==> config.mk <==
export PLATFORM = sky130hd
export DESIGN_NAME = e1crc_mf
export DESIGN_NICKNAME = d
export VERILOG_FILES = /design/src/rtl/e1crc_pkg.sv /design/src/rtl/e1crc_pos_dec.sv /design/src/rtl/e1crc_crc_accum.sv /design/src/rtl/e1crc_tx_ins.sv /design/src/rtl/e1crc_rx_chk.sv /design/src/rtl/e1crc_mf.sv
export SDC_FILE = /design/constraint.sdc
export NUM_CORES = 1
export LEC_CHECK = 0
export BUFFER_PORTS_ARGS = -buffer_cell sky130_fd_sc_hd__buf_2
export CORE_AREA = 3 3 63 65
export DETAILED_ROUTE_END_ITERATION = 12
export DIE_AREA = 0 0 66 68
export PLACE_DENSITY = 0.76
export SYNTH_ARGS = -nofsm -noshare
export SYNTH_HDL_FRONTEND = slang
export SYNTH_HIERARCHICAL = 1
export SYNTH_SLANG_ARGS = --single-unit
==> constraint.sdc <==
create_clock -name clk -period 2.2 [get_ports clk]
set_input_delay 0.11 -clock clk [delete_from_list [all_inputs] [get_ports clk]]
set_output_delay 0.11 -clock clk [all_outputs]
set_load 0.01 [all_outputs]
==> src/rtl/e1crc_pkg.sv <==
package e1crc_pkg;

  localparam int CRC_W = 4;
  localparam int FRM_W = 4;
  localparam logic [CRC_W-1:0] CRC_TAPS = 4'b0011;

  // One serial division step: shift in d, subtract x^4 + x + 1 when the
  // outgoing degree-4 term is set (premultiplied form).
  function automatic logic [CRC_W-1:0] crc4_step(input logic [CRC_W-1:0] r,
                                                 input logic d);
    logic fb;
    fb = d ^ r[CRC_W-1];
    return {r[CRC_W-2:0], 1'b0} ^ (fb ? CRC_TAPS : '0);
  endfunction

  // Multiframe alignment bit sent in odd frame number 2k+1, k = 0..5.
  function automatic logic mfa_bit(input logic [2:0] k);
    logic b;
    case (k)
      3'd2, 3'd4, 3'd5: b = 1'b1;
      default:          b = 1'b0;
    endcase
    return b;
  endfunction

  // C-bit carried in slot s of a half: x^3 coefficient first.
  function automatic logic cbit_of(input logic [CRC_W-1:0] rem,
                                   input logic [1:0] slot);
    logic b;
    case (slot)
      2'd0:    b = rem[3];
      2'd1:    b = rem[2];
      2'd2:    b = rem[1];
      default: b = rem[0];
    endcase
    return b;
  endfunction

endpackage

==> src/rtl/e1crc_pos_dec.sv <==
module e1crc_pos_dec
  import e1crc_pkg::*;
#(
  parameter int FRAME_BITS = 256,
  localparam int BIT_W = $clog2(FRAME_BITS)
) (
  input  logic [BIT_W-1:0] bit_idx,
  input  logic [FRM_W-1:0] frm_idx,
  output logic             cpos,
  output logic             nfas1,
  output logic             smf_first,
  output logic             smf_last,
  output logic [1:0]       cslot
);

  logic first_bit;

  assign first_bit = (bit_idx == '0);
  assign cpos      = first_bit & ~frm_idx[0];
  assign nfas1     = first_bit & frm_idx[0];
  assign smf_first = first_bit & (frm_idx[2:0] == 3'd0);
  assign smf_last  = (bit_idx == BIT_W'(FRAME_BITS - 1)) & (frm_idx[2:0] == 3'd7);
  assign cslot     = frm_idx[2:1];

endmodule

==> src/rtl/e1crc_crc_accum.sv <==
module e1crc_crc_accum
  import e1crc_pkg::*;
(
  input  logic             clk,
  input  logic             rst_n,
  input  logic             en,
  input  logic             smf_first,
  input  logic             smf_last,
  input  logic             cpos,
  input  logic             din,
  output logic [CRC_W-1:0] rem_q,
  output logic             rem_valid,
  output logic             rem_load
);

  logic [CRC_W-1:0] crc_q;
  logic [CRC_W-1:0] crc_base;
  logic [CRC_W-1:0] crc_nxt;
  logic             run_q;

  assign crc_base = smf_first ? '0 : crc_q;
  assign crc_nxt  = crc4_step(crc_base, din & ~cpos);
  assign rem_load = en & smf_last;

  always_ff @(posedge clk) begin
    if (!rst_n) begin
      crc_q     <= '0;
      rem_q     <= '0;
      rem_valid <= 1'b0;
      run_q     <= 1'b0;
    end else if (en) begin
      crc_q <= crc_nxt;
      if (smf_first) run_q <= 1'b1;
      if (smf_last) begin
        rem_q     <= crc_nxt;
        rem_valid <= run_q;
      end
    end
  end

endmodule

==> src/rtl/e1crc_tx_ins.sv <==
module e1crc_tx_ins
  import e1crc_pkg::*;
#(
  parameter int FRAME_BITS = 256,
  localparam int BIT_W = $clog2(FRAME_BITS)
) (
  input  logic [BIT_W-1:0] bit_idx,
  input  logic [FRM_W-1:0] frm_idx,
  input  logic             cpos,
  input  logic             nfas1,
  input  logic [1:0]       cslot,
  input  logic [CRC_W-1:0] rem,
  input  logic             e1,
  input  logic             e2,
  input  logic             alarm,
  input  logic             din,
  output logic             dout
);

  logic alarm_pos;

  assign alarm_pos = (bit_idx == BIT_W'(2)) & frm_idx[0];

  always_comb begin
    dout = din;
    if (cpos) begin
      dout = cbit_of(rem, cslot);
    end else if (nfas1) begin
      case (frm_idx[3:1])
        3'd6:    dout = e1;
        3'd7:    dout = e2;
        default: dout = mfa_bit(frm_idx[3:1]);
      endcase
    end else if (alarm_pos) begin
      dout = alarm;
    end
  end

endmodule

==> src/rtl/e1crc_rx_chk.sv <==
module e1crc_rx_chk
  import e1crc_pkg::*;
(
  input  logic             clk,
  input  logic             rst_n,
  input  logic             en,
  input  logic             cpos,
  input  logic             nfas1,
  input  logic [1:0]       cslot,
  input  logic [FRM_W-1:0] frm_idx,
  input  logic             din,
  input  logic [CRC_W-1:0] ref_rem,
  input  logic             ref_valid,
  output logic             chk_done,
  output logic             chk_smf,
  output logic             crc_err,
  output logic             far_err,
  output logic             far_smf,
  output logic             e1,
  output logic             e2
);

  logic [2:0]       cw_q;
  logic [CRC_W-1:0] word;
  logic             last_c;
  logic             mismatch;
  logic             ebit_pos;

  assign word     = {cw_q, din};
  assign last_c   = en & cpos & (cslot == 2'd3);
  assign mismatch = (word != ref_rem);
  assign ebit_pos = nfas1 & (frm_idx[3:2] == 2'b11);

  always_ff @(posedge clk) begin
    if (!rst_n) begin
      cw_q     <= '0;
      chk_done <= 1'b0;
      chk_smf  <= 1'b0;
      crc_err  <= 1'b0;
      far_err  <= 1'b0;
      far_smf  <= 1'b0;
      e1       <= 1'b1;
      e2       <= 1'b1;
    end else begin
      chk_done <= 1'b0;
      chk_smf  <= 1'b0;
      crc_err  <= 1'b0;
      far_err  <= 1'b0;
      far_smf  <= 1'b0;
      if (en && cpos) begin
        case (cslot)
          2'd0:    cw_q[2] <= din;
          2'd1:    cw_q[1] <= din;
          2'd2:    cw_q[0] <= din;
          default: cw_q    <= cw_q;
        endcase
      end
      if (last_c && ref_valid) begin
        chk_done <= 1'b1;
        chk_smf  <= ~frm_idx[3];
        crc_err  <= mismatch;
        if (frm_idx[3]) e1 <= ~mismatch;
        else            e2 <= ~mismatch;
      end
      if (en && ebit_pos) begin
        far_err <= ~din;
        far_smf <= frm_idx[1] & ~din;
      end
    end
  end

endmodule

==> src/rtl/e1crc_mf.sv <==
module e1crc_mf
  import e1crc_pkg::*;
#(
  parameter int FRAME_BITS = 256,
  localparam int BIT_W = $clog2(FRAME_BITS)
) (
  input  logic             clk,
  input  logic             rst_n,
  input  logic             tx_bit_en,
  input  logic [BIT_W-1:0] tx_bit_idx,
  input  logic [FRM_W-1:0] tx_frm_idx,
  input  logic             tx_data_in,
  input  logic             tx_alarm,
  output logic             tx_data_out,
  input  logic             rx_bit_en,
  input  logic [BIT_W-1:0] rx_bit_idx,
  input  logic [FRM_W-1:0] rx_frm_idx,
  input  logic             rx_data_in,
  output logic             rx_chk_done,
  output logic             rx_chk_smf,
  output logic             rx_crc_err,
  output logic             rx_far_err,
  output logic             rx_far_smf
);

  localparam int DIR_TX = 0;
  localparam int DIR_RX = 1;
  localparam int N_DIR  = 2;

  logic [N_DIR-1:0]            en_v, din_v, cpos_v, nfas_v, first_v, last_v;
  logic [N_DIR-1:0]            load_v, valid_v;
  logic [N_DIR-1:0][BIT_W-1:0] idx_v;
  logic [N_DIR-1:0][FRM_W-1:0] frm_v;
  logic [N_DIR-1:0][1:0]       slot_v;
  logic [N_DIR-1:0][CRC_W-1:0] rem_v;

  // Named internal events for the checker
  logic [CRC_W-1:0] tx_rem, rx_rem;
  logic             tx_rem_load, rx_rem_load, tx_rem_valid, rx_rem_valid;
  logic             e1_q, e2_q;

  assign en_v[DIR_TX]  = tx_bit_en;
  assign en_v[DIR_RX]  = rx_bit_en;
  assign idx_v[DIR_TX] = tx_bit_idx;
  assign idx_v[DIR_RX] = rx_bit_idx;
  assign frm_v[DIR_TX] = tx_frm_idx;
  assign frm_v[DIR_RX] = rx_frm_idx;
  assign din_v[DIR_TX] = tx_data_out;
  assign din_v[DIR_RX] = rx_data_in;

  generate
    for (genvar g = 0; g < N_DIR; g++) begin : g_dir
      e1crc_pos_dec #(.FRAME_BITS(FRAME_BITS)) u_pos (
        .bit_idx   (idx_v[g]),
        .frm_idx   (frm_v[g]),
        .cpos      (cpos_v[g]),
        .nfas1     (nfas_v[g]),
        .smf_first (first_v[g]),
        .smf_last  (last_v[g]),
        .cslot     (slot_v[g])
      );
      e1crc_crc_accum u_acc (
        .clk       (clk),
        .rst_n     (rst_n),
        .en        (en_v[g]),
        .smf_first (first_v[g]),
        .smf_last  (last_v[g]),
        .cpos      (cpos_v[g]),
        .din       (din_v[g]),
        .rem_q     (rem_v[g]),
        .rem_valid (valid_v[g]),
        .rem_load  (load_v[g])
      );
    end
  endgenerate

  assign tx_rem       = rem_v[DIR_TX];
  assign rx_rem       = rem_v[DIR_RX];
  assign tx_rem_load  = load_v[DIR_TX];
  assign rx_rem_load  = load_v[DIR_RX];
  assign tx_rem_valid = valid_v[DIR_TX];
  assign rx_rem_valid = valid_v[DIR_RX];

  e1crc_tx_ins #(.FRAME_BITS(FRAME_BITS)) u_tx_ins (
    .bit_idx (tx_bit_idx),
    .frm_idx (tx_frm_idx),
    .cpos    (cpos_v[DIR_TX]),
    .nfas1   (nfas_v[DIR_TX]),
    .cslot   (slot_v[DIR_TX]),
    .rem     (tx_rem),
    .e1      (e1_q),
    .e2      (e2_q),
    .alarm   (tx_alarm),
    .din     (tx_data_in),
    .dout    (tx_data_out)
  );

  e1crc_rx_chk u_rx_chk (
    .clk       (clk),
    .rst_n     (rst_n),
    .en        (rx_bit_en),
    .cpos      (cpos_v[DIR_RX]),
    .nfas1     (nfas_v[DIR_RX]),
    .cslot     (slot_v[DIR_RX]),
    .frm_idx   (rx_frm_idx),
    .din       (rx_data_in),
    .ref_rem   (rx_rem),
    .ref_valid (rx_rem_valid),
    .chk_done  (rx_chk_done),
    .chk_smf   (rx_chk_smf),
    .crc_err   (rx_crc_err),
    .far_err   (rx_far_err),
    .far_smf   (rx_far_smf),
    .e1        (e1_q),
    .e2        (e2_q)
  );

endmodule

# --- Word-level counts from Yosys, hierarchy flattened ---
# Cells that the tools add are included.
word_totals:
  reg_bits: 28
  inputBits: 31
  elab_cells: 90
classes:
  eq_ne: 17
  n_mux: 11
  bitwise: 26
  n_reduce_logical: 20
ops:
  columns: ["cell", "n"]
  rows:
  - ["$reduce_and 2->1", 10]
  - ["$eq 3x3->1 const B", 6]
  - ["$eq 8x8->1 const B", 2]
  - ["$logic_not 8->1", 2]
  - ["$and 1x1->1", 15]
  - ["$eq 2x2->1 const B", 4]
  - ["$eq 8x2->1 const B", 1]
  - ["$mux 4", 2]
  - ["$xor 4x4->4", 2]
  - ["$not 1->1", 7]
  - ["$logic_not 3->1", 2]
  - ["$mux 1", 5]
  - ["$eq 2x1->1 const B", 2]
  - ["$logic_not 2->1", 2]
  - ["$mux 2", 2]
  - ["$ne 4x4->1", 1]
  - ["$eq 3x2->1 const B", 1]
  - ["$logic_and 1x1->1", 3]
  - ["$pmux 1 s3", 1]
  - ["$reduce_or 3->1", 1]
  - ["$pmux 1 s2", 1]
  - ["$xor 1x1->1", 2]

# --- Depth between registers and ports, before layout ---
# Gate-level depths: netlist (run 1).
depth:
  depth_word: 10
  depth_mapped: 7
  ltp_nobuf: 7

# --- Modules after synthesis ---
# The synthesis (run 1) kept the hierarchy.
by_module_without_submodules:
  columns: ["mod", "instances", "cells_per_inst", "area_each_um2"]
  rows:
  - ["e1crc_crc_accum", 2, 45, 394.1]
  - ["e1crc_rx_chk", 1, 39, 415.4]
  - ["e1crc_pos_dec", 2, 13, 100.1]
  - ["e1crc_tx_ins", 1, 14, 115.1]

# --- Least setup slack after synthesis (run 1) ---
# Ideal clock, no wire load.
synth_timing:
  kind: "input to register"
  from: "in tx_bit_idx[7]"
  to: "reg g_dir[0].u_acc.rem_q[0]"
  setup_ns: 0.086
  arrival_ns: 1.901
  required_time_ns: 2.114
  slack_ns: 0.213
  stages: 7
  path_buffers: 0
  path_cell_list: "or4_4 nor3_2 nor4b_1 a211oi_1 nor2b_2 xnor2_1 a211oi_1"
synth_between:
  elab_cells_between_ends: 18
  classes_between: "eq/ne (2); mux (5); bitwise (9); reduce/logical (2)"
synth_rtl:
  columns: ["item", "line", "text"]
  rows:
  - ["from (decl)", "e1crc_mf.sv:10", "input logic [BIT_W-1:0] tx_bit_idx,"]
  - ["$logic_not 8->1", "e1crc_pos_dec.sv:18", "assign first_bit = (bit_idx == '0);"]
  - ["$and 1x1->1", "e1crc_pos_dec.sv:19", "assign cpos = first_bit & ~frm_idx[0];"]
  - ["named net cpos_v[0]", "e1crc_mf.sv:30", "logic [N_DIR-1:0] en_v, din_v, cpos_v, nfas_v, first_v, last_v;"]
  - ["$mux 1", "e1crc_tx_ins.sv:26", "if (cpos) begin"]
  - ["named net tx_data_out", "e1crc_mf.sv:14", "output logic tx_data_out,"]
  - ["$and 1x1->1", "e1crc_crc_accum.sv:22", "assign crc_nxt = crc4_step(crc_base, din & ~cpos);"]
  - ["$xor 1x1->1", "e1crc_pkg.sv:12", "fb = d ^ r[CRC_W-1];"]
  - ["$mux 2", "e1crc_pkg.sv:13", "return {r[CRC_W-2:0], 1'b0} ^ (fb ? CRC_TAPS : '0);"]
  - ["$xor 4x4->4", "e1crc_pkg.sv:13", null]
  - ["to (signal assigned)", "e1crc_crc_accum.sv:35", "rem_q <= crc_nxt;"]
  - ["to (decl)", "e1crc_crc_accum.sv:11", "output logic [CRC_W-1:0] rem_q,"]
# The timed path passes the listed nets, and every way through them passes these cells.
# A chain may end at the register's enable or synchronous reset.

# --- Worst setup path after layout (run 1) ---
layout_timing:
  from: "in tx_bit_idx[7]"
  to: "reg g_dir[0].u_acc.rem_q[1]"
layout_between:
  elab_cells_between_ends: 18
  classes_between: "eq/ne (2); mux (5); bitwise (9); reduce/logical (2)"
layout_rtl:
  columns: ["item", "line", "text"]
  rows:
  - ["$logic_not 8->1", "e1crc_pos_dec.sv:18", null]
  - ["$and 1x1->1", "e1crc_pos_dec.sv:20", "assign nfas1 = first_bit & frm_idx[0];"]
  - ["named net nfas_v[0]", "e1crc_mf.sv:30", null]
  - ["$mux 1", "e1crc_tx_ins.sv:28", "end else if (nfas1) begin"]
  - ["$mux 1", "e1crc_tx_ins.sv:26", null]
  - ["$and 1x1->1", "e1crc_crc_accum.sv:22", null]
  - ["$xor 1x1->1", "e1crc_pkg.sv:12", null]
  - ["$mux 2", "e1crc_pkg.sv:13", null]
  - ["$xor 4x4->4", "e1crc_pkg.sv:13", null]
# The timed path passes the listed nets, and every way through them passes these cells.

==> results by group, run 1 <==
Critical path
  • CP Cell Sequence: buf_2 > or4_4 > nor3_2 > nor4b_1 > a211oi_1 > nor2b_2 > or3_1 > a31oi_1
  • Required @ worst endpoint: 2.46 ns
  • Timing endpoint of the critical path: g_dir[0].u_acc/rem_q[1]$_SDFFE_PN0P_
  • Worst path bufs/invs: 1
  • Arrival time at the worst endpoint: 2.03 ns
  • Source of the worst register-to-register timing path: g_dir[0].u_acc/rem_q[0]$_SDFFE_PN0P_
  • Capture instance of the worst register-to-register path: g_dir[0].u_acc/rem_q[1]$_SDFFE_PN0P_
  • Crit Path Class: primary input to flip-flop
  • Worst-path cell with the longest stage delay: or4_4
  • Total stage count of the critical path: 8
  • Crit end category: flip-flop
  • Maximum net fanout on the critical path: 3
  • CP startpoint: tx_bit_idx[7]
  • Dominant delay contributor by cell family on the critical path: simple AND/OR/NAND/NOR gates
  • Max stage delay on crit path: 0.56 ns
  • CP Launch Type: primary input
  • Reg-to-reg setup timing slack: 0.46 ns
  • Register-to-Register Path Depth: 6

STA
  • Aggregate negative setup slack: 0 ns
  • Setup repair after global routing missed its margin: no
  • Post-route minimum period: 1.770 ns
  • Worst Skew: 0.003320 ns
  • Final hold violation count: 0
  • Final WS setup: 0.4303 ns
  • Final period utilization: 80.44%
  • Actual transition at the worst max-transition pin: 0.3516 ns
  • Maximum clock frequency: 0.5651 GHz
  • Final-report max-slew violation count: 0
  • Normalized max-slew margin: 76.43%
  • Final setup viols: 0

Hold path
  • Tightest Hold Check Type: primary input to flip-flop
  • Cell count of the worst hold path: 2

Routing
  • DRT iter0 DRCs: 37
  • Average detailed-routed wire length per instance: 11.60 µm
  • DRT antenna net count: 0
  • Residual DRC count: 0
  • Post-detailed-routing wire length: 2807 µm
  • Pre-Repair DR Iteration Count: 4
  • Vias after detailed routing: 1245
  • Drt via density: 5.145

Floorplan
  • DIE HEIGHT: 68 µm
  • I/O pin cnt: 37
  • Width of the die: 66 µm
  • Number of placement rows: 21
  • Starting density of the core: 43.00%
  • Core Area: 3390 µm²
  • Full die area: 4488 µm²

Synthesis
  • Mean post-synth cell area: 8.998 µm²
  • Area of the mapped netlist: 1458 µm²
  • Synth Warn #: 6
  • Post-Synthesis Cells: 162
  • Post-Synthesis Net Count: 193

Layout
  • Count of inserted antenna diode cells: 0
  • Commonest non-fill, non-tap cell in the layout: buf_2
  • Number of nets in the final layout: 228
  • Layout-stage area growth over the synthesis result: 15.71%
  • Leading cell types in the layout, fill and taps excluded: 36 x buf_2, 28 x dfxtp_1, 14 x nand2_1
  • Share of cells above drive strength 1: 29.59%

Power
  • Maximum vdd drop: 0.0002919 V
  • Lkg Pwr: 0.6530 nW
  • Power per cell area: 515.2 nW/µm²

GRT
  • Wire length of the first global-routing pass: 4933 µm
  • Met2 demand-to-capacity share in global routing: 22.15%
  • Met1 track demand over resource: 18.66%
  • Overflow left after global routing: 0
  • Maximum number of pins on one net before global-route repair: 16
  • Via count of the first global-routing pass: 1139
  • Total Routing Usage GR: 13.72%
  • Met3 track utilization from global routing: 2.791%
  • Top Usage Layer GRT: met2
  • Initial antenna violation count: 0

Clock network
  • TritonCTS clock tree: done
  • Number of clock sinks: 28
  • CTS root buffer: clkbuf_4
  • Number of post-CTS setup repair buffers: 0
  • Post-CTS Resized: 0
  • Post-CTS clock slew at the launch and capture registers of the worst setup and hold paths: 0.14 ns
  • Number of hold-repair buffers added at the cts stage: 0
  • Clock latency reported for the late side of the worst-skew pair: 0.32 ns
  • Number of buffers inserted during clock tree synthesis: 3
  • Number of buffers between clock root and the deepest sink: 2
  • Clock H-tree levels: 1

Placement
  • Post-detailed-placement half-perimeter wirelength: 2244 µm
  • # port buffers: 36
  • Post-Place Setup Slack: 0.08408 ns
  • Weighted congestion reported at the end of routability-driven placement: 0.7174

Flow run
  • Max-Cap Viols: 0

Status
  • Status: finished, final reports clean
-- report_power, final --
group	internal, mW	switching (mW)
registers	0.515	0.00429
logic	0.0488	0.0582
clock network	0.101	0.141
total	0.665	0.204
-- final cells by class --
type | instances | area (µm²)
Clock buffer | 4 | 36.28
Fill cell | 324 | 1703
Inverter | 6 | 22.52
Multi-Input combinational cell | 122 | 829.5
Sequential cell | 28 | 560.5
Tap cell | 46 | 57.56
Timing Repair Buffer | 36 | 180.2
-- per-stage QoR --
stage | hold WS, ns | power, mW | std cells | utilization, % | cell area (µm²)
after global routing | 0.06824 | 0.9096 | 242 | 49.76 | 1687
after floorplan | 0.1933 | 0.5910 | 162 | - | 1458
after global placement | 0.3993 | 0.6364 | 238 | 48.69 | 1650
after CTS | 0.05046 | 0.8777 | 242 | 49.76 | 1687
final | 0.04490 | 0.8689 | 242 | 49.76 | 1687
after detailed placement | 0.4015 | 0.6376 | 238 | 48.69 | 1650
-- flip-flops by register name (all words and copies together), names as in the netlist --
name                   count
u_rx_chk/crc_err           1
u_rx_chk/far_smf           1
g_dir.u_acc/run_q          1
u_rx_chk/chk_done          1
u_rx_chk/cw_q              3
g_dir.u_acc/rem_valid      1
u_rx_chk/e2                1
g_dir.u_acc/rem_q          8
u_rx_chk/e1                1
u_rx_chk/far_err           1
g_dir.u_acc/crc_q          8
u_rx_chk/chk_smf           1
-- worst reg2reg max path, stage by stage, from the launching register on --
cell and delay (ns):
dfxtp_1 0.34, mux4_2 0.46, nor2b_1 0.12, a211oi_1 0.06, nor2b_2 0.18, or3_1 0.37, a31oi_1 0.16
-- routing by layer --
metal  part of all wire [%]  vias up
li1                       -      652
met1                     49      559
met2                     44       32
met3                    6.2        2
met4                   0.36        0
met5                      0        -
-- worst min-delay path by stage --
stage	slack, ns	startpoint	to
2_1_floorplan	0.19	rx_data_in	u_rx_chk/far_err$_SDFF_PN0_
3_3_place_gp	0.40	rx_data_in	u_rx_chk/far_err$_SDFF_PN0_
3_5_place_dp	0.40	rx_data_in	u_rx_chk/far_err$_SDFF_PN0_
4_1_cts	0.05	rx_data_in	u_rx_chk/far_err$_SDFF_PN0_
5_1_grt	0.07	rx_data_in	u_rx_chk/far_err$_SDFF_PN0_
6_report	0.04	rx_data_in	u_rx_chk/far_err$_SDFF_PN0_
Note: power is estimated with default switching activity, not from simulation.
==> run 2, diff against run 1 <==
- clock period: 2.2 -> 1.8 ns (I/O delays scaled with it)
==> run 2 against run 1 <==
  * Critical path depth fell by 2
  * Clock power rose by 68%
  * Final cell count rose by 5.8%
==> results by group, run 2 (same netlist as run 1, synthesis figures left out) <==
Critical path
  • Worst path bufs/invs: 0 (was 1)
  • Dominant delay contributor by cell family on the critical path: simple AND/OR/NAND/NOR gates (unchanged)
  • CP startpoint: g_dir[0].u_acc/rem_q[0]$_SDFFE_PN0P_ (was tx_bit_idx[7])
  • Worst-path cell with the longest stage delay: mux4_2 (was or4_4)
  • Source of the worst register-to-register timing path: g_dir[0].u_acc/rem_q[0]$_SDFFE_PN0P_ (unchanged)
  • CP Cell Sequence: mux4_2 > nor2b_4 > a211oi_4 > nor2b_4 > or3_1 > a31oi_1 (was buf_2 > or4_4 > nor3_2 > nor4b_1 > a211oi_1 > nor2b_2 > or3_1 > a31oi_1)
  • Required @ worst endpoint: 2.06 ns (was 2.46 ns)
  • Max stage delay on crit path: 0.50 ns (was 0.56 ns)
  • CP Launch Type: flip-flop (was primary input)
  • Arrival time at the worst endpoint: 1.98 ns (was 2.03 ns)
  • Crit end category: flip-flop (unchanged)
  • Maximum net fanout on the critical path: 3 (unchanged)
  • Crit Path Class: flip-flop to flip-flop (was primary input to flip-flop)
  • Most common cell on crit path: nor2b_4

Clock network
  • Number of clock sinks: 28 (unchanged)
  • Number of buffers inserted during clock tree synthesis: 3 (unchanged)
  • Post-CTS Resized: 0 (unchanged)
  • CTS root buffer: clkbuf_4 (unchanged)
  • Clock latency reported for the late side of the worst-skew pair: 0.32 ns (about the same)
  • TritonCTS clock tree: done (unchanged)
  • Clock H-tree levels: 1 (unchanged)
  • Post-CTS clock slew at the launch and capture registers of the worst setup and hold paths: 0.15 ns (was 0.14 ns)
  • Number of hold-repair buffers added at the cts stage: 0 (unchanged)
  • Number of buffers between clock root and the deepest sink: 2 (unchanged)
  • Number of post-CTS setup repair buffers: 0 (unchanged)

GRT
  • Via count of the first global-routing pass: 1201 (was 1139)
  • Initial antenna violation count: 0 (unchanged)
  • Total Routing Usage GR: 14.87% (was 13.72%)
  • Wire length of the first global-routing pass: 5209 µm (was 4933 µm)
  • Overflow left after global routing: 0 (unchanged)
  • Maximum number of pins on one net before global-route repair: 17 (was 16)

Floorplan
  • I/O pin cnt: 37 (unchanged)
  • Core Area: 3390 µm² (unchanged)
  • Width of the die: 66 µm (unchanged)
  • Starting density of the core: 43.00% (unchanged)
  • Full die area: 4488 µm² (unchanged)
  • DIE HEIGHT: 68 µm (unchanged)
  • Number of placement rows: 21 (unchanged)

STA
  • Final period utilization: 95.09%
  • Aggregate negative setup slack: 0 ns (unchanged)
  • Final-report max-slew violation count: 0 (unchanged)
  • Post-route minimum period: 1.712 ns
  • Final setup viols: 0 (unchanged)
  • Actual transition at the worst max-transition pin: 0.3205 ns (was 0.3516 ns)
  • Setup repair after global routing missed its margin: no (unchanged)
  • Normalized max-slew margin: 78.58% (was 76.43%)
  • Maximum clock frequency: 0.5842 GHz
  • Worst Skew: 0.001721 ns (was 0.003320 ns)
  • Final hold violation count: 0 (unchanged)
  • Final WS setup: 0.08838 ns (was 0.4303 ns)

Power
  • Maximum vdd drop: 0.0004177 V (was 0.0002919 V)
  • Total Power: 1.195 mW (was 0.8689 mW)
  • Power per cell area: 647.6 nW/µm² (was 515.2 nW/µm²)
  • Lkg Pwr: 0.7459 nW (was 0.6530 nW)

Layout
  • Registers with the most flip-flops: g_dir.u_acc/crc_q: 8 flops, g_dir.u_acc/rem_q: 8 flops, u_rx_chk/cw_q: 3 flops (unchanged)
  • Fill count: 331 (was 324)
  • Final standard cell utilization of the core: 54.45% (was 49.76%)
  • Layout-stage area growth over the synthesis result: 26.61% (was 15.71%)
  • Total area of multi-input combinational cells: 867.1 µm² (was 829.5 µm²)
  • Number of nets in the final layout: 242 (was 228)
  • Area taken by flip-flops and latches: 560.5 µm² (unchanged)
  • Commonest non-fill, non-tap cell in the layout: buf_2 (unchanged)
  • Final cell area excluding filler cells: 1846 µm² (was 1687 µm²)
  • Share of cells above drive strength 1: 35.71% (was 29.59%)
  • Leading cell types in the layout, fill and taps excluded: 36 x buf_2, 28 x dfxtp_1, 14 x nand2_1, 14 x buf_4, 13 x nor2_1 (was 36 x buf_2, 28 x dfxtp_1, 14 x nand2_1)
  • Count of inserted antenna diode cells: 0 (unchanged)

Status
  • Status: finished, final reports clean (unchanged)

Routing
  • Pre-Repair DR Iteration Count: 4 (unchanged)
  • DRT antenna net count: 0 (unchanged)
  • Residual DRC count: 0 (unchanged)
  • DRT iter0 DRCs: 38 (was 37)
  • Average detailed-routed wire length per instance: 12.14 µm (was 11.60 µm)
  • Vias after detailed routing: 1286 (was 1245)
  • Drt via density: 5.023 (was 5.145)
  • Post-detailed-routing wire length: 3108 µm (was 2807 µm)

Flow run
  • Max-Cap Viols: 0 (unchanged)

Placement
  • Post-detailed-placement half-perimeter wirelength: 2446 µm (was 2244 µm)
  • # port buffers: 36 (unchanged)
  • Post-Place Setup Slack: -0.2291 ns (was 0.08408 ns)
  • Weighted congestion reported at the end of routability-driven placement: 0.8288 (was 0.7174)
  • Placed inst area: 1793 µm² (was 1650 µm²)

Hold path
  • Tightest Hold Check Type: primary input to flip-flop (unchanged)
  • Startpoint of the tightest hold check path: rx_data_in (unchanged)
run 2: cell types whose count changed in the layout (fill, tap and decap cells not counted):
cell,delta
buf_4,+14
a211oi_1,-1
a211oi_4,+1
o21ai_0,-1
o21ai_1,+1
nor2b_2,-1
nor2b_4,+2
nor4b_1,-1
nor4b_2,+1
nor3_2,-1
clkbuf_8,-1
bufinv_16,+1
nor3_4,+1
nor2b_1,-1
run 2: layout make-up:
cell class / instances / area share, %
inverters: 6 / 1.220
clock inverters: 1 / 1.627
well taps: 46 / 3.119
clock buffers: 3 / 1.220
multi-input cells: 122 / 46.98
repair buffers: 50 / 15.46
flip-flops and latches: 28 / 30.37
run 2: worst register-to-register path: cells and delay by family (launching register included):
family          cells  cell delay (ns)
simple gates        3             0.64
mux                 1             0.50
compound gates      2             0.19
flops               1             0.34
run 2: layer usage:
layer	up-vias	routed length (µm)	GRT usage (%)
li1	680	-	-
met2	39	1369	24.03
met3	2	175	1.478
met5	-	0	0
met1	565	1538	20.38
met4	0	24	6.091
run 2: per-stage QoR:
stage          hold slack [ns]  cells
2_1_floorplan           0.1733    162
3_3_place_gp            0.3726    252
3_5_place_dp            0.3792    252
4_1_cts                0.01806    256
5_1_grt                0.02777    256
6_report               0.02055    256
run 2: final timing paths:
check / endpoint / slack [ns] / depth (start not counted)
worst max-delay path: g_dir[0].u_acc/rem_q[1]$_SDFFE_PN0P_ / 0.09 / 6
worst min-delay path: u_rx_chk/far_err$_SDFF_PN0_ / 0.02 / 2
worst max register to register: g_dir[0].u_acc/rem_q[1]$_SDFFE_PN0P_ / 0.09 / 6
worst min register to register: g_dir[1].u_acc/rem_valid$_SDFFE_PN0P_ / 0.47 / 2
run 2: power breakdown:
| group | internal (mW) | switching (mW) |
|---|---|---|
| registers | 0.630 | 0.00538 |
| logic | 0.0740 | 0.0787 |
| clock network | 0.225 | 0.182 |
| total | 0.929 | 0.266 |
==> run 3, diff against run 2 <==
- CTS_CLUSTER_SIZE: unset -> 8
- RECOVER_POWER: unset -> 100
==> run 3 against run 2 <==
  * Combinational power is 3% lower
  * Non-clock buffer count stayed put
  * Register-to-register slack is essentially flat
  * Wire length rose by 0.74%
  * Fmax decreased by 0.19%
  * Sequential share of layout area increased by 0.93 points
  * Highest routed layer unchanged
  * Core utilization down 1.6 points
  * Critical path depth unchanged
  * Flip-flop and latch count unchanged
  * Critical path type unchanged
==> results by group, run 3 (same netlist as run 1, synthesis figures left out) <==
Layout
  • Area taken by flip-flops and latches: 560.5 µm² (unchanged)
  • Total area of multi-input combinational cells: 835.8 µm² (was 867.1 µm²)
  • Final standard cell utilization of the core: 52.82% (was 54.45%)
  • Fill count: 348 (was 331)
  • Number of nets in the final layout: 242 (unchanged)
  • Share of cells above drive strength 1: 27.14% (was 35.71%)
  • Count of inserted antenna diode cells: 0 (unchanged)
  • Number of cells in the finished layout apart from fillers: 256 (unchanged)
  • Leading cell types in the layout, fill and taps excluded: 29 x buf_2, 28 x dfxtp_1, 14 x nand2_1 (was 36 x buf_2, 28 x dfxtp_1, 14 x nand2_1, 14 x buf_4, 13 x nor2_1)
  • Registers with the most flip-flops: g_dir.u_acc/crc_q: 8 flops, g_dir.u_acc/rem_q: 8 flops, u_rx_chk/cw_q: 3 flops (unchanged)
  • Layout-stage area growth over the synthesis result: 22.83% (was 26.61%)
  • Commonest non-fill, non-tap cell in the layout: buf_2 (unchanged)
  • Final cell area excluding filler cells: 1790 µm² (was 1846 µm²)

STA
  • Aggregate negative setup slack: 0 ns (unchanged)
  • Worst Skew: 0.001636 ns (was 0.001721 ns)
  • Final-report max-slew violation count: 0 (unchanged)
  • Final period utilization: 95.27% (was 95.09%)
  • Maximum clock frequency: 0.5832 GHz (was 0.5842 GHz)
  • Final setup viols: 0 (unchanged)
  • Setup repair after global routing missed its margin: no (unchanged)
  • Post-route minimum period: 1.715 ns (was 1.712 ns)
  • Normalized max-slew margin: 75.38% (was 78.58%)
  • Final WS setup: 0.08519 ns (was 0.08838 ns)
  • Actual transition at the worst max-transition pin: 0.3664 ns (was 0.3205 ns)
  • Final hold violation count: 0 (unchanged)

Floorplan
  • DIE HEIGHT: 68 µm (unchanged)
  • Full die area: 4488 µm² (unchanged)
  • I/O pin cnt: 37 (unchanged)
  • Starting density of the core: 43.00% (unchanged)
  • Core Area: 3390 µm² (unchanged)
  • Width of the die: 66 µm (unchanged)
  • Number of placement rows: 21 (unchanged)

Routing
  • Post-detailed-routing wire length: 3131 µm (was 3108 µm)
  • Average detailed-routed wire length per instance: 12.23 µm (was 12.14 µm)
  • Vias after detailed routing: 1296 (was 1286)
  • Drt via density: 5.063 (was 5.023)
  • DRT iter0 DRCs: 39 (was 38)
  • Pre-Repair DR Iteration Count: 6 (was 4)
  • Residual DRC count: 0 (unchanged)
  • DRT antenna net count: 0 (unchanged)

GRT
  • Maximum number of pins on one net before global-route repair: 17 (unchanged)
  • Via count of the first global-routing pass: 1201 (unchanged)
  • Total Routing Usage GR: 14.87% (unchanged)
  • Initial antenna violation count: 0 (unchanged)
  • Overflow left after global routing: 0 (unchanged)
  • Wire length of the first global-routing pass: 5209 µm (unchanged)

Clock network
  • TritonCTS clock tree: done (unchanged)
  • Number of clock sinks: 28 (unchanged)
  • Number of hold-repair buffers added at the cts stage: 0 (unchanged)
  • Number of post-CTS setup repair buffers: 0 (unchanged)
  • Number of buffers inserted during clock tree synthesis: 3 (unchanged)
  • Post-CTS Resized: 0 (unchanged)
  • Number of buffers between clock root and the deepest sink: 2 (unchanged)
  • CTS root buffer: clkbuf_4 (unchanged)
  • Clock latency reported for the late side of the worst-skew pair: 0.32 ns (about the same)
  • Post-CTS clock slew at the launch and capture registers of the worst setup and hold paths: 0.15 ns (about the same)
  • Clock H-tree levels: 1 (unchanged)

Placement
  • Post-Place Setup Slack: -0.2291 ns (unchanged)
  • Placed inst area: 1793 µm² (unchanged)
  • Post-detailed-placement half-perimeter wirelength: 2446 µm (unchanged)
  • Dpl cells: 252 (unchanged)
  • Weighted congestion reported at the end of routability-driven placement: 0.8288 (unchanged)
  • # port buffers: 36 (unchanged)

Power
  • Lkg Pwr: 0.6998 nW (was 0.7459 nW)
  • Maximum vdd drop: 0.0004185 V (was 0.0004177 V)
  • Power per cell area: 666.3 nW/µm² (was 647.6 nW/µm²)

Critical path
  • Crit end category: flip-flop (unchanged)
  • Crit Path Class: flip-flop to flip-flop (unchanged)
  • Arrival time at the worst endpoint: 1.98 ns (about the same)
  • Maximum net fanout on the critical path: 3 (unchanged)
  • CP Launch Type: flip-flop (unchanged)
  • Required @ worst endpoint: 2.06 ns (about the same)

Hold path
  • Tightest Hold Check Type: primary input to flip-flop (unchanged)

Status
  • Status: finished, final reports clean (unchanged)

Flow run
  • Max-Cap Viols: 0 (unchanged)
[run 3: cell types whose count changed in the layout (fill, tap and decap cells not counted), moves of 3 or more]
cell | previous run | this run
buf_4 | 14 | 10
buf_2 | 36 | 29
clkbuf_1 | 0 | 11
nor3_1 | 2 | 5
nor3_2 | 5 | 2
[run 3: final timing paths]
kind,startpoint,endpoint,slack (ns),depth (start not counted)
setup / recovery,g_dir[0].u_acc/rem_q[0]$_SDFFE_PN0P_,g_dir[0].u_acc/rem_q[1]$_SDFFE_PN0P_,0.09,6
hold / removal,rx_data_in,u_rx_chk/far_err$_SDFF_PN0_,0.03,2
setup reg to reg,g_dir[0].u_acc/rem_q[0]$_SDFFE_PN0P_,g_dir[0].u_acc/rem_q[1]$_SDFFE_PN0P_,0.09,6
hold reg to reg,g_dir[1].u_acc/run_q$_SDFFE_PN0P_,g_dir[1].u_acc/rem_valid$_SDFFE_PN0P_,0.47,2
[run 3: critical path, cell delays in order, from the launching register on]
cell	delay (ns)
dfxtp_1	0.34
mux4_2	0.48
nor2b_2	0.17
a211oi_4	0.06
nor2b_4	0.15
or3_1	0.33
a31oi_1	0.13
[run 3: final cells by class]
type,instances,share of cell area (%)
inverter,6,1.258
timing repair buffer,50,14.61
clock inverter,1,1.677
multi-input combinational,122,46.68
sequential,28,31.31
clock buffer,3,1.258
tap,46,3.215
[run 3: per-layer routing]
metal / up-vias / share of wire, % / GRT usage (%)
li1: 681 / - / -
met1: 562 / 49 / 20.38
met2: 49 / 42 / 24.03
met3: 4 / 7.2 / 1.478
met4: 0 / 1.2 / 6.091
met5: - / 0 / 0
[run 3: power breakdown]
part           switching (mW)  internal [mW]
combinational          0.0768         0.0720
sequential            0.00536          0.630
clock                   0.184          0.225
[run 3: metrics by stage]
stage          power, mW  hold slack [ns]
2_1_floorplan     0.7272           0.1733
3_3_place_gp      0.7980           0.3726
3_5_place_dp      0.8004           0.3792
4_1_cts            1.206          0.01806
5_1_grt            1.246          0.03214
6_report           1.193          0.02559
